**src/rtl/pmp_chk_pkg.sv**
```systemverilog
package pmp_chk_pkg;

    typedef enum logic [1:0] {
        AM_OFF   = 2'd0,
        AM_TOR   = 2'd1,
        AM_NA4   = 2'd2,
        AM_NAPOT = 2'd3
    } amode_e;

    typedef struct packed {
        logic       lock;
        logic [1:0] zero;
        amode_e     mode;
        logic       x;
        logic       w;
        logic       r;
    } ecfg_t;

    localparam logic [1:0] PRIV_M = 2'd3;
    localparam logic [1:0] ACC_RD = 2'd0;
    localparam logic [1:0] ACC_WR = 2'd1;
    localparam logic [1:0] ACC_EX = 2'd2;

endpackage

```
**src/rtl/pmp_entry_regs.sv**
```systemverilog
module pmp_entry_regs
    import pmp_chk_pkg::*;
#(
    parameter int N      = 8,
    parameter int AREG_W = 32,
    parameter int G      = 0,
    parameter int IDX_W  = 3
) (
    input  logic                        clk,
    input  logic                        rst_n,
    input  logic                        wr_en,
    input  logic                        wr_is_cfg,
    input  logic [IDX_W-1:0]            wr_idx,
    input  logic [AREG_W-1:0]           wr_data,
    input  logic [IDX_W-1:0]            rd_idx,
    input  logic                        rd_is_cfg,
    output logic [AREG_W-1:0]           rd_data,
    output logic [N-1:0][7:0]           cfg_o,
    output logic [N-1:0][AREG_W-1:0]    shaped_o,
    output logic [N-1:0][AREG_W-1:0]    torv_o
);

    localparam int OSH = (G >= 2) ? G - 1 : 0;
    localparam logic [AREG_W-1:0] ZMASK = (G >= 1) ? AREG_W'((64'd1 << G) - 64'd1) : '0;
    localparam logic [AREG_W-1:0] OMASK = (G >= 2) ? AREG_W'((64'd1 << OSH) - 64'd1) : '0;

    typedef struct packed {
        logic [N-1:0][7:0]        cfg;
        logic [N-1:0][AREG_W-1:0] addr;
    } st_t;

    st_t st_d, st_q;
    logic [N-1:0] addr_blk;

    function automatic logic [7:0] legal_cfg(input logic [7:0] raw);
        ecfg_t c;
        c      = ecfg_t'(raw);
        c.zero = 2'b00;
        if (G >= 1 && c.mode == AM_NA4) c.mode = AM_OFF;
        return c;
    endfunction

    function automatic logic [AREG_W-1:0] shape(input logic [AREG_W-1:0] v, input logic [7:0] c);
        if (c[4:3] == AM_NAPOT) return v | OMASK;
        return v & ~ZMASK;
    endfunction

    // address writes are blocked by the entry's own lock or a locked range entry above it
    for (genvar g = 0; g < N; g++) begin : g_blk
        if (g < N - 1) begin : g_nxt
            assign addr_blk[g] = st_q.cfg[g][7] |
                                 (st_q.cfg[g+1][7] & (st_q.cfg[g+1][4:3] == AM_TOR));
        end else begin : g_last
            assign addr_blk[g] = st_q.cfg[g][7];
        end
        assign cfg_o[g]    = st_q.cfg[g];
        assign shaped_o[g] = shape(st_q.addr[g], st_q.cfg[g]);
        assign torv_o[g]   = st_q.addr[g] & ~ZMASK;
    end

    always_comb begin
        st_d = st_q;
        if (wr_en) begin
            for (int i = 0; i < N; i++) begin
                if (wr_idx == IDX_W'(i)) begin
                    if (wr_is_cfg) begin
                        if (!st_q.cfg[i][7]) st_d.cfg[i] = legal_cfg(wr_data[7:0]);
                    end else if (!addr_blk[i]) begin
                        st_d.addr[i] = wr_data;
                    end
                end
            end
        end
    end

    always_ff @(posedge clk or negedge rst_n) begin
        if (!rst_n) st_q <= '0;
        else        st_q <= st_d;
    end

    always_comb begin
        rd_data = '0;
        for (int i = 0; i < N; i++) begin
            if (rd_idx == IDX_W'(i)) begin
                if (rd_is_cfg) rd_data = {{(AREG_W-8){1'b0}}, st_q.cfg[i]};
                else           rd_data = shaped_o[i];
            end
        end
    end

endmodule

```
**config.mk**
```make
export PLATFORM = sky130hd
export DESIGN_NAME = pmp_entry_regs
export DESIGN_NICKNAME = d
export VERILOG_FILES = /design/src/rtl/pmp_chk_pkg.sv /design/src/rtl/pmp_entry_regs.sv
export SDC_FILE = /design/constraint.sdc
export NUM_CORES = 1
export LEC_CHECK = 0
export BUFFER_PORTS_ARGS = -buffer_cell sky130_fd_sc_hd__buf_4
export CAP_MARGIN = 30
export CORE_AREA = 4 4 252 254
export DETAILED_ROUTE_END_ITERATION = 10
export DIE_AREA = 0 0 256 258
export SLEW_MARGIN = 0
export SYNTH_ARGS = -nofsm -noshare
export SYNTH_HDL_FRONTEND = slang
export SYNTH_SLANG_ARGS = --single-unit
```
**constraint.sdc**
```tcl
create_clock -name clk -period 4.6 [get_ports clk]
set_clock_uncertainty 0.2 [all_clocks]
set_input_delay 0 -clock clk [delete_from_list [all_inputs] [get_ports clk]]
set_output_delay 0 -clock clk [all_outputs]
set_load 0.03 [all_outputs]
```
After elaboration in Yosys (flattened, before gate mapping)
Index checks and enable logic that the tools add are counted.

Reduce and logical (&&, ||, !) cells: 26. Muxes and demuxes: 48. Bitwise gates (word level): 30. Eq/ne operators: 29.

Operators with widths (count): $mux 32 (32); $mux 8 (8); $reduce_and 4->1 (16); $eq 3x3->1 const B (8); $reduce_and 3->1 (8); $eq 2x2->1 const B (8); $not 1->1 (16); $eq 2x1->1 const B (7); $eq 3x2->1 const B (4); $mux 1 (8); $and 1x1->1 (7); $or 1x1->1 (7); $eq 3x1->1 const B (2); $logic_not 3->1 (2).

Bits in registers: 304. Output and inout port bits: 608.

Longest topological paths before layout
Depth after elaboration: 12. Mapped depth: 7.

Worst setup path after synthesis
No wires, ideal clock.

Kind: register to register. Start: register st_q, in the netlist cfg_o[63]. End: register st_q, in the netlist torv_o[225]. Buffers on the path: 1. Period minus slack after synthesis: 1.857 ns. Arrival time: 1.532 ns. Slack: 2.743 ns. Stages on the path, launching flop included: 4. Library setup time: 0.125 ns. Data required time: 4.275 ns. Cells stage by stage: dfrtp_1 nor4_4 buf_2 mux2_2.

Longest elaborated chain between the ends: 2.

RTL lines: start: declaration (RTL line pmp_entry_regs.sv:32) `st_t st_d, st_q;`; start signal: assignment (RTL line pmp_entry_regs.sv:78) `else st_q <= st_d;`; $not 1->1 (no line); $reduce_and 4->1 (no line).

Every way passes these cells. A chain may end at the register's enable or synchronous reset.

Final worst setup path
Start: register st_q, in the netlist cfg_o[7]. End: register st_q, in the netlist torv_o[23].

Longest elaborated chain between the ends: 3.

RTL lines: $or 1x1->1 (RTL line pmp_entry_regs.sv:51) `assign addr_blk[g] = st_q.cfg[g][7] |`; $not 1->1 (no line); $reduce_and 4->1 (no line).

Every way passes these cells.

==> results_dict.tcl <==
set metrics [dict create \
    via_per_inst 4.79 \
    irDropWorstVdd_uv 380 \
    grt.total_usage_pct 17.7 \
    synthCells 1243 \
    grt_pass1_vias 12300 \
    drtAntennaViolNets 0 \
    dpl_cell_area_mm2 0.0197 \
    slew_viol_final 0 \
    clock.fmax_ghz 0.377 \
    hold_class "input pin to flop" \
    crit_type "flop to flop" \
    cp_slowest_cell "nand3_2" \
    cts-root-buf "clkbuf_16" \
    timing.final.ws_setup_ns 1.95 \
    areaGrowthSynthToFinish_pct 32.7 \
    power_mw 13.1 \
    dieHeight_um 258 \
    htreeDepth 2 \
    synth_edf_count 0 \
    slew_headroom_pct 32.3 \
    wl_per_cell_um 25.1 \
    core-area_mm2 0.0613 \
    critPathArrivalTime_ns 2.86 \
    syn_area_mm2 0.0161 \
    grt_max_degree 103 \
    yosys-top-cells-area "dfrtp_1 47%, mux2_2 23%, buf_4 13%, mux4_2 3.6%, mux2i_1 2.2%" \
    ys_warn_count 0 \
    cts_made_buffers 36 \
    dieArea_mm2 0.0660 \
    finalSetupViolations 0 \
    dp_cells 2363 \
    clk_latency_ns 0.53 \
    worstMarginPinSlew_ns 1.02 \
    max-cap-violations 0 \
    end_kind "flop" \
    wl_um 61900 \
    clk_pin_slew_ns 0.06 \
    p_leak_nw 10.1 \
    numPortBuffers 634 \
    ys.flop_type "dfrtp_1" \
    crit_chain "nor3_1 -> nand3_2 -> buf_4 -> mux2_2" \
    place.gp.congestion 0.810 \
    cp_max_fo 19 \
    cts_setup_buffers 0 \
    drive_gt1_share_pct 64.1 \
    num_vias 11800 \
    synth_top_area_share_pct 47.4 \
    synth_seq_area_share_pct 47.4 \
    synth_cell_type_count 36 \
    grt_pass1_wl_um 88200 \
    setup.worst_path.start_class "flop" \
    layout_commonest_cell "buf_4" \
    yosys.area.top_type "dfrtp_1" \
    power.density_mw_per_mm2 614 \
    ios 651 \
    die_x_um 256 \
    rsz0062_at_grt "false" \
    cts_resized 0 \
    synth_seq_cells 304 \
    critPathBufInv 1 \
    start_util_pct 26.2 \
    syn_avg_cell_area_um2 12.9 \
    final_cell_mix "649 x buf_4, 322 x mux2_2, 304 x dfrtp_1" \
    place_hpwl_um 45000 \
    final_cells 2469 \
    design_area_mm2 0.0213 \
    cts_hold_buf 42 \
    first_pass_iters 5 \
    post-route-period-util_pct 57.7 \
    fp-row-count 91 \
    hold_violations 0 \
    drt_iter0_markers 601 \
    critPathRequiredTime_ns 4.81 \
    multi_input_area_mm2 0.00614 \
    nets 1697 \
    cts_tree "done" \
    cpLargestDelayFamily "simple AND/OR/NAND/NOR gates" \
    place_ws_ns 1.96 \
    status "finished, final reports clean" \
    drc 0 \
    overflow 0 \
    synthArstFlopShare_pct 100 \
    clk_path_buf_depth 3 \
    clock-sinks 304 \
    final.fill_count 6092 \
    antenna_found_initial 2 \
    min_period_ns 2.65 \
    slowest_delay_ns 0.68 \
    regArea_mm2 0.00761 \
    tns_ns 0 \
]
==> kinds of logic (layout without fill, tap and decap cells) <==
logic type	after synthesis	after routing	share of synthesized area, %
other	1	17	0.0234
AND/OR/NAND/NOR	99	99	3.31
flip-flops	304	304	47.4
buffers and inverters	339	759	15.0
multiplexers	396	396	29.3
AO/OA/AOI/OAI	104	104	5.02
==> worst paths after layout <==
path	from	end	slack [ns]	cells past startpoint
max	cfg_o[7]$_DFFE_PN0P_	torv_o[23]$_DFFE_PN0P_	1.95	4
max in group asynchronous	rst_n	torv_o[248]$_DFFE_PN0P_	3.05	4
min	wr_data[5]	torv_o[229]$_DFFE_PN0P_	0.12	3
max reg2reg	cfg_o[7]$_DFFE_PN0P_	torv_o[23]$_DFFE_PN0P_	1.95	4
min reg2reg	cfg_o[9]$_DFFE_PN0P_	cfg_o[9]$_DFFE_PN0P_	0.34	1
min in group asynchronous	rst_n	torv_o[70]$_DFFE_PN0P_	0.28	3
==> layout make-up <==
class | instances | area share (%)
multi-input combinational | 615 | 28.8
clock inverter | 7 | 0.528
sequential | 304 | 35.7
tap | 790 | 4.64
antenna | 1 | 0.0117
clock buffer | 55 | 5.04
timing repair buffer | 695 | 25.3
inverter | 2 | 0.0352
==> worst reg2reg max path, cell delays in order (launching register included) <==
cell     delay, ns
dfrtp_1       0.43
nor3_1        0.31
nand3_2       0.68
buf_4         0.57
mux2_2        0.34
==> per-stage QoR <==
step	util [%]	hold slack, ns
6_report	34.8	0.119
5_1_grt	34.8	0.101
4_1_cts	34.8	0.0677
3_5_place_dp	32.1	-0.0535
3_3_place_gp	32.1	-0.0601
2_1_floorplan	-	-0.496
==> cell usage after synthesis (7+ instances only) <==
cell type  number
buf_2          39
buf_4         276
nor2_1         44
nand3b_1        7
o21ai_0         7
dfrtp_1       304
mux2_1         12
mux2_2        322
a21oi_1        12
nand2_1        10
a221o_1        25
mux2i_1        36
clkbuf_1       16
mux4_2         26
o21a_1         12
a22oi_1        27
nor3_1         14
==> registers in the layout, summed over array words and instances, names as in the netlist <==
signal	count
cfg_o	48
torv_o	256
==> routing by layer <==
| metal | up-vias | part of all wire, % | global-route usage [%] |
|---|---|---|---|
| li1 | 4995 | - | - |
| met1 | 6143 | 40 | 21.6 |
| met2 | 587 | 51 | 31.5 |
| met3 | 103 | 6.5 | 3.70 |
| met4 | 2 | 2.8 | 5.32 |
| met5 | - | 0.021 | 0 |
==> power by group <==
part | leakage, nW | internal (mW) | switching, mW
clock | 0.580 | 1.77 | 1.12
sequential | 3.73 | 3.32 | 0.905
combinational | 5.81 | 2.32 | 3.66
total | 10.1 | 7.41 | 5.68
Note: power is estimated with default switching activity, not from simulation.
